$ cat src/rtl/ssync_pkg.sv
package ssync_pkg;

    typedef enum logic {
        SER_MANCH = 1'b0,
        SER_SPI   = 1'b1
    } ser_mode_e;

    // synchronized line: current level and "changed this cycle"
    typedef struct packed {
        logic lvl;
        logic chg;
    } line_ev_t;

    // recovered bit: strobe plus held value
    typedef struct packed {
        logic valid;
        logic value;
    } rx_bit_t;

    function automatic logic ev_rise(line_ev_t e);
        return e.chg & e.lvl;
    endfunction

    function automatic logic ev_fall(line_ev_t e);
        return e.chg & ~e.lvl;
    endfunction

endpackage

$ cat src/rtl/ssync_cdc.sv
module ssync_cdc
    import ssync_pkg::*;
#(
    parameter int STAGES = 2
) (
    input  logic     clk,
    input  logic     rst,
    input  logic     din,
    output line_ev_t ev
);
    // STAGES synchronizer flops plus one history flop for edge detection
    logic [STAGES:0] sh;

    always_ff @(posedge clk) begin
        if (rst) sh <= '0;
        else     sh <= {sh[STAGES-1:0], din};
    end

    assign ev.lvl = sh[STAGES-1];
    assign ev.chg = sh[STAGES-1] ^ sh[STAGES];

endmodule

$ cat src/rtl/ssync_manch.sv
module ssync_manch
    import ssync_pkg::*;
#(
    parameter int DIV_W = 8
) (
    input  logic             clk,
    input  logic             rst,
    input  logic             en,
    input  logic             locked,
    input  line_ev_t         data_ev,
    input  logic [DIV_W-1:0] div_val,
    output rx_bit_t          rx
);
    localparam int CNT_W = DIV_W + 1;
    localparam logic [CNT_W-1:0] CNT_MAX = '1;

    logic [CNT_W-1:0] gap_cnt;
    logic             gap_ok;
    logic             accept;

    // distance since last accepted transition is gap_cnt+1; need >= D+1
    assign gap_ok = gap_cnt >= {1'b0, div_val};
    assign accept = en & data_ev.chg & (~locked | gap_ok);

    always_ff @(posedge clk) begin
        if (rst) begin
            gap_cnt  <= '0;
            rx.valid <= 1'b0;
            rx.value <= 1'b0;
        end else if (!en) begin
            gap_cnt  <= '0;
            rx.valid <= 1'b0;
        end else begin
            rx.valid <= 1'b0;
            if (accept) begin
                rx.valid <= 1'b1;
                rx.value <= data_ev.lvl;
                gap_cnt  <= '0;
            end else if (gap_cnt != CNT_MAX) begin
                gap_cnt <= gap_cnt + 1'b1;
            end
        end
    end

    // a transition inside the guard window gives no bit
    p_guard_window_r7: assert property (@(posedge clk) disable iff (rst)
        (en && locked && data_ev.chg && (gap_cnt < {1'b0, div_val})) |=> !rx.valid);

    // the strobe lasts a single cycle
    p_stb_pulse_r8: assert property (@(posedge clk) disable iff (rst)
        (rx.valid && div_val != '0) |=> !rx.valid);

endmodule

$ cat src/rtl/ssync_spi.sv
module ssync_spi
    import ssync_pkg::*;
(
    input  logic     clk,
    input  logic     rst,
    input  logic     en,
    input  logic     edge_sel,
    input  line_ev_t clk_ev,
    input  logic     data_lvl,
    output rx_bit_t  rx
);
    logic take;

    assign take = en & (edge_sel ? ev_fall(clk_ev) : ev_rise(clk_ev));

    always_ff @(posedge clk) begin
        if (rst) begin
            rx.valid <= 1'b0;
            rx.value <= 1'b0;
        end else begin
            rx.valid <= take;
            if (take) rx.value <= data_lvl;
        end
    end

    // a selected-polarity clock edge always yields a strobe
    p_sample_edge_r9: assert property (@(posedge clk) disable iff (rst)
        (en && clk_ev.chg && (clk_ev.lvl != edge_sel)) |=> rx.valid);

endmodule

$ cat src/rtl/ssync_lock.sv
module ssync_lock
    import ssync_pkg::*;
(
    input  logic      clk,
    input  logic      rst,
    input  logic      ch_en,
    input  ser_mode_e mode,
    input  logic      data_chg,
    input  logic      clk_chg,
    input  logic      abs_clr,
    output logic      locked,
    output logic      absent
);
    logic lock_ev;

    assign lock_ev = (mode == SER_SPI) ? clk_chg : data_chg;

    always_ff @(posedge clk) begin
        if (rst || !ch_en) begin
            locked <= 1'b0;
            absent <= 1'b1;
        end else begin
            if (lock_ev) locked <= 1'b1;
            if (!locked)      absent <= 1'b1;
            else if (abs_clr) absent <= 1'b0;
        end
    end

    // clear request while unlocked leaves the flag set
    p_clr_ignored_r5: assert property (@(posedge clk) disable iff (rst)
        (abs_clr && !locked) |=> absent);

    // clear request while locked and enabled drops the flag
    p_clr_taken_r6: assert property (@(posedge clk) disable iff (rst)
        (ch_en && locked && abs_clr) |=> !absent);

    // disable returns to unsynchronized with flag set
    p_disable_r10: assert property (@(posedge clk) disable iff (rst)
        !ch_en |=> (!locked && absent));

endmodule

$ cat src/rtl/serial_sync_rx.sv
module serial_sync_rx
    import ssync_pkg::*;
#(
    parameter int DIV_W       = 8,
    parameter int SYNC_STAGES = 2
) (
    input  logic             clk,
    input  logic             rst,
    input  logic             ch_en,
    input  logic             mode_sel,
    input  logic             edge_sel,
    input  logic             ser_data,
    input  logic             ser_clk,
    input  logic [DIV_W-1:0] div_val,
    input  logic             abs_clr,
    output logic             bit_out,
    output logic             bit_stb,
    output logic             locked,
    output logic             clk_absent
);
    localparam int N_LINES = 2;
    localparam int L_DATA  = 0;
    localparam int L_CLK   = 1;

    ser_mode_e            mode;
    logic [N_LINES-1:0]   raw;
    line_ev_t             line_ev [N_LINES];
    rx_bit_t              man_rx;
    rx_bit_t              spi_rx;

    assign mode        = ser_mode_e'(mode_sel);
    assign raw[L_DATA] = ser_data;
    assign raw[L_CLK]  = ser_clk;

    for (genvar g = 0; g < N_LINES; g++) begin : g_line
        ssync_cdc #(.STAGES(SYNC_STAGES)) u_cdc (
            .clk (clk),
            .rst (rst),
            .din (raw[g]),
            .ev  (line_ev[g])
        );
    end

    ssync_lock u_lock (
        .clk      (clk),
        .rst      (rst),
        .ch_en    (ch_en),
        .mode     (mode),
        .data_chg (line_ev[L_DATA].chg),
        .clk_chg  (line_ev[L_CLK].chg),
        .abs_clr  (abs_clr),
        .locked   (locked),
        .absent   (clk_absent)
    );

    ssync_manch #(.DIV_W(DIV_W)) u_manch (
        .clk     (clk),
        .rst     (rst),
        .en      (ch_en && mode == SER_MANCH),
        .locked  (locked),
        .data_ev (line_ev[L_DATA]),
        .div_val (div_val),
        .rx      (man_rx)
    );

    ssync_spi u_spi (
        .clk      (clk),
        .rst      (rst),
        .en       (ch_en && mode == SER_SPI),
        .edge_sel (edge_sel),
        .clk_ev   (line_ev[L_CLK]),
        .data_lvl (line_ev[L_DATA].lvl),
        .rx       (spi_rx)
    );

    assign bit_stb = man_rx.valid | spi_rx.valid;
    assign bit_out = (mode == SER_SPI) ? spi_rx.value : man_rx.value;

    // no bit is ever delivered without lock
    p_stb_needs_lock_r1: assert property (@(posedge clk) disable iff (rst)
        bit_stb |-> locked);

    // reset state of the status outputs
    p_reset_state_r1: assert property (@(posedge clk)
        $past(rst) |-> (!locked && clk_absent && !bit_stb));

endmodule

$ cat config.mk
export PLATFORM = sky130hd
export DESIGN_NAME = serial_sync_rx
export DESIGN_NICKNAME = d
export VERILOG_FILES = /design/src/rtl/ssync_pkg.sv /design/src/rtl/ssync_cdc.sv /design/src/rtl/ssync_manch.sv /design/src/rtl/ssync_spi.sv /design/src/rtl/ssync_lock.sv /design/src/rtl/serial_sync_rx.sv
export SDC_FILE = /design/constraint.sdc
export NUM_CORES = 1
export LEC_CHECK = 0
export BUFFER_PORTS_ARGS = -buffer_cell sky130_fd_sc_hd__buf_2
export CORE_MARGIN = 3
export CORE_UTILIZATION = 25
export DETAILED_ROUTE_END_ITERATION = 8
export GPL_TIMING_DRIVEN = 0
export HOLD_SLACK_MARGIN = 0.02
export PLACE_DENSITY_LB_ADDON = 0.2
export SLEW_MARGIN = 20
export SYNTH_ARGS = -nofsm -noshare
export SYNTH_HDL_FRONTEND = slang
export SYNTH_HIERARCHICAL = 1
export SYNTH_SLANG_ARGS = --single-unit
$ cat constraint.sdc
create_clock -name clk -period 3.2 [get_ports clk]
set_input_delay 0.64 -clock clk [delete_from_list [all_inputs] [get_ports clk]]
set_output_delay 0.64 -clock clk [all_outputs]
set_load 0.01 [all_outputs]
# ---- Word-level counts from Yosys, hierarchy flattened
# Cells that the tools add are included.
dict set report classes {
  n_lt_le_gt_ge 1
  n_eq_ne 1
  addsub 1
  n_reduce_logical 8
  mux 4
  n_bitwise 13
}
# op n
set ops {}
lappend ops {{9-bit by 1-bit adder with 9-bit output (second input constant)} 1}
lappend ops {{9-bit by 8-bit greater-or-equal comparator with 1-bit output} 1}
lappend ops {{9-bit != test (second input constant)} 1}
lappend ops {{1-bit bitwise AND} 5}
lappend ops {{1-bit NOT} 4}
lappend ops {{2-bit OR reduction} 2}
lappend ops {{1-bit 2-to-1 mux} 3}
lappend ops {{3-bit OR reduction} 1}
lappend ops {{1-bit logical AND} 2}
lappend ops {{2-bit 2-to-1 mux} 1}
lappend ops {{1-bit OR} 2}
lappend ops {{2-bit AND reduction} 1}
lappend ops {{1-bit bitwise XOR} 2}
lappend ops {{1-bit logical NOT} 1}
lappend ops {{1-bit logical OR} 1}
dict set report word_totals {
  input_bits 16
  ff_bits 21
  output_inout_bits 4
  wordCells 37
}

# ---- Longest topological paths before layout
dict set report depth {
  depth_word 5
  mapped_depth 8
  depth_no_buf 8
}

# ---- Hierarchy
# Netlist, hierarchy kept.
# mod area_each_um2 seq_area_each_um2 cells_each n_inst
set by_module_without_submodules {}
lappend by_module_without_submodules {ssync_manch 708.2 220.2 81 1}
lappend by_module_without_submodules {ssync_cdc 95.1 60.1 8 2}
lappend by_module_without_submodules {ssync_lock 85.1 40.0 8 1}
lappend by_module_without_submodules {ssync_spi 80.1 40.0 8 1}
lappend by_module_without_submodules {serial_sync_rx 37.5 0.0 4 1}

# ---- Worst setup path after synthesis
# OpenSTA, ideal clock, no wires.
dict set report synth_path {
  kind {input -> register}
  start {in div_val[2]}
  end {reg u_manch/rx[1] in the netlist's numbering}
  stages 7
  setup_slack_ns 1.392
  path_buffers 0
  setup_ns 0.128
  t_required_ns 3.072
  arrival_ns 1.680
  path_cell_list {inv_1 > ha_1 > a21oi_1 > o21ai_1 > a31oi_2 > o21bai_4 > nor2b_1}
}
dict set report synth_between {
  elab_chain_cells 4
}
# element line
set synth_lines {}
lappend synth_lines {{start, declared} serial_sync_rx.sv:14} ;# input logic [DIV_W-1:0] div_val,
lappend synth_lines {{9-bit by 8-bit greater-or-equal comparator with 1-bit output} ssync_manch.sv:22} ;# assign gap_ok = gap_cnt >= {1'b0, div_val};
lappend synth_lines {{1-bit OR} ssync_manch.sv:23} ;# assign accept = en & data_ev.chg & (~locked | gap_ok);
lappend synth_lines {{1-bit bitwise AND} ssync_manch.sv:23}
lappend synth_lines {{2-bit 2-to-1 mux} ssync_manch.sv:35} ;# if (accept) begin
lappend synth_lines {{end, declared} ssync_manch.sv:12} ;# output rx_bit_t rx
# Every way passes these cells.
# A chain may end at the register's enable or synchronous reset.

# ---- Worst setup path in the final report
dict set report layout_path {
  start {in mode_sel}
  end {out bit_out}
}
dict set report layout_between {
  elab_chain_cells 1
}
# element line
set layout_lines {}
lappend layout_lines {{start, declared} serial_sync_rx.sv:10} ;# input logic mode_sel,
lappend layout_lines {{1-bit 2-to-1 mux} serial_sync_rx.sv:77} ;# assign bit_out = (mode == SER_SPI) ? spi_rx.value : man_rx.value;
lappend layout_lines {{end, declared} serial_sync_rx.sv:16} ;# output logic bit_out,
# Every way passes these cells.

==> impl_metrics.toml <==
[worst_hold_path]
hp-start = "g_line[0].u_cdc/sh[0]$_SDFF_PP0_"
whs_path_depth = 1
min_path_type = "flip-flop to flip-flop"
hold_end = "g_line[0].u_cdc/sh[1]$_SDFF_PP0_"

[power]
ir_worst_vdd_uv = 180
p_total_uw = 487
p_per_area_nw_per_um2 = 373
leakage_uw = 0.000601

[setup_path]
timing.rr.end = "u_manch/gap_cnt[4]$_SDFFE_PP0P_"
slowest_stage = "mux2_4"
crit_path_start_kind = "input pin"
reg2reg_from = "u_manch/gap_cnt[3]$_SDFFE_PP0P_"
critPathMostFrequentCell = "buf_2"
crit_fanout = 4
worstPathRequired_ns = 2.56
max_stage_delay_ns = 0.30
cp_cell_sequence = "buf_2 > mux2_4 > buf_2"
critical_path_arrival_ns = 1.20
path_class = "input pin to output pin"
r2r_cells = 8
endpoint_kind = "output pin"
worst-r2r-setup-slack_ns = 1.44

[global_routing]
antenna_found_initial = 0
grt_max_degree = 14
grt_overflow_total = 0
grt_pass1_vias = 795
met2_usage = 0.139
grt_pass1_wl_um = 3400
track_usage = 0.0818
use_met1 = 0.0997
use_met3 = 0.0319
top_usage_layer = "met2"

[place]
portBuffers = 19
hpwl_um = 1510
place_congestion = 0.821
post-place-ws_ns = 1.14

[route]
routedWlPerCell_um = 9.98
first_pass_iters = 2
routed_via_density = 4.19
vias = 797
drt-initial-drc-count = 26
wl_um = 1900
drc = 0
drtAntennaViolNets = 0

[yosys]
syn_nets = 143
seq_area_frac_synth = 0.382
synth-seq-cells = 21
synthTopCellsByArea = "dfxtp_1 (38%), ha_1 (11%), xor2_1 (7.2%)"
syn-instance-count = 117
synth_top_area_frac = 0.382
netlist_area_um2 = 1100
ys_types = 30
synth.largest_area_cell = "dfxtp_1"
syn_area_per_cell_um2 = 9.41
yosysWarnings = 6

[final_layout]
utilization = 0.317
nNetsFinal = 167
nFillCells = 443
area_growth_pct = 18.4
antenna_cells = 0
drive_gt1_frac = 0.229
multiInputGateArea_um2 = 617
final-seq-area_um2 = 420

[timing]
rsz0062_at_grt = "no"
tns_ns = 0
max_freq_mhz = 542
min_period_ns = 1.84
fin_ws_ns = 1.36
final_hold_viol_count = 0
slew_headroom = 0.702
holdWs_ns = 0.441
worst_pin_slew_ns = 0.447
skew_ns = 0.00540
drv_slew = 0
setup_viol_count_final = 0
min_period_over_period = 0.576

[clocking]
cts_tree = "yes"
cts_root_buf = "clkbuf_8"
clock_latency_ns = 0.26
hold_buffers = 0
clk_path_buf_depth = 2
path_clk_slew_ns = 0.07
post_cts_buffers = 0
cts-buffers-inserted = 3
cts.sinks = 21
ctsHtreeMaxLevel = 1
cts_resized = 0

[job]
max_cap_viol_count = 0

[die]
row_count = 23
ios = 20
fp.dieH_um = 72.4
initial_core_util = 0.268
design.die.area_um2 = 5240
core_um2 = 4120
fp.dieW_um = 72.4

[outcome]
status = "finished clean"
layer usage:
metal / part of all wire / vias to the layer above / wire, µm
li1: - / 430 / -
met3: 0.057 / 0 / 109
met5: 0 / - / 0
met1: 0.48 / 349 / 901
met2: 0.47 / 18 / 885
met4: 0 / 0 / 0
cell families (layout without fill, tap and decap cells):
kind of cell | Yosys count | count (layout) | share of synthesized area
buffers and inverters | 15 | 38 | 0.0579
multiplexers | 6 | 6 | 0.0591
AO/OA/AOI/OAI | 10 | 10 | 0.0784
AND/OR/NAND/NOR | 45 | 45 | 0.230
XOR/XNOR | 10 | 10 | 0.0796
flip-flops | 21 | 21 | 0.382
adder cells (fa/ha/maj) | 10 | 10 | 0.114
layout by cell type, fill, tap and decap left out, types with 3 or more instances in the layout:
| cell | synthesis | layout |
|---|---|---|
| buf_2 | 0 | 19 |
| nand2b_1 | 6 | 6 |
| a21oi_1 | 3 | 3 |
| nand3_1 | 4 | 4 |
| dfxtp_1 | 21 | 21 |
| clkbuf_8 | 0 | 3 |
| nor3_1 | 9 | 9 |
| nor2b_1 | 9 | 9 |
| mux2i_1 | 5 | 5 |
| nand2_1 | 7 | 7 |
| xor2_1 | 9 | 9 |
| ha_1 | 10 | 10 |
| inv_1 | 12 | 12 |
| nor2_1 | 3 | 3 |
worst max path at each step:
stage,from,endpoint,slack [ns]
detailed placement,div_val[2],u_manch/gap_cnt[4]$_SDFFE_PP0P_,1.14
finish,mode_sel,bit_out,1.36
CTS,mode_sel,bit_out,1.35
floorplan,div_val[2],u_manch/rx[1]$_SDFF_PP0_,1.39
global route,u_manch/gap_cnt[2]$_SDFFE_PP0P_,u_manch/gap_cnt[6]$_SDFFE_PP0P_,1.25
global placement,div_val[2],u_manch/rx[1]$_SDFF_PP0_,1.15
flip-flops by register name, indices dropped and copies added (netlist names):
signal           count
u_manch/rx           2
u_lock/absent        1
u_lock/locked        1
u_spi/rx             2
g_line.u_cdc/sh      6
u_manch/gap_cnt      9
through the flow:
stage                     instance area, µm²  instances
final                                   1300        190
after global routing                    1300        190
after CTS                               1300        190
after detailed placement                1260        186
after global placement                  1260        186
after floorplan                         1100        117
synth_stat cells, drive strengths merged:
master and n:
o22ai 1, nor2b 9, nand4 1, buf 3, nor3b 1, ha 10
inv 12, mux2i 5, and2b 1, a31oi 1, nor2 3, a211o 1
and2 1, o31ai 1, and3 1, nand2 7, o21bai 1, nand2b 7
a21oi 3, nand3 4, xor2 9, a21o 1, dfxtp 21, nor3 9
o21ai 1, mux2 1, or2 1, xnor2 1
cell type report:
| type | instances | area share |
|---|---|---|
| plain buffers | 3 | 0.0144 |
| clock buffers | 4 | 0.0345 |
| inverters | 12 | 0.0345 |
| multi-input cells | 81 | 0.473 |
| flip-flops and latches | 21 | 0.322 |
| well taps | 50 | 0.0480 |
| repair buffers | 19 | 0.0729 |
power by group:
group | leakage [µW] | switching, µW | internal (µW) | total (µW)
registers | 0.000170 | 2.43 | 266 | 268
logic | 0.000408 | 22.8 | 23.9 | 46.7
clock network | 0.0000228 | 83.3 | 88.6 | 172
worst max-delay path: cells and delay by family:
family,cells,cell delay (ns)
mux,1,0.30
buf+inv,2,0.27
Note: power is estimated with default switching activity, not from simulation.
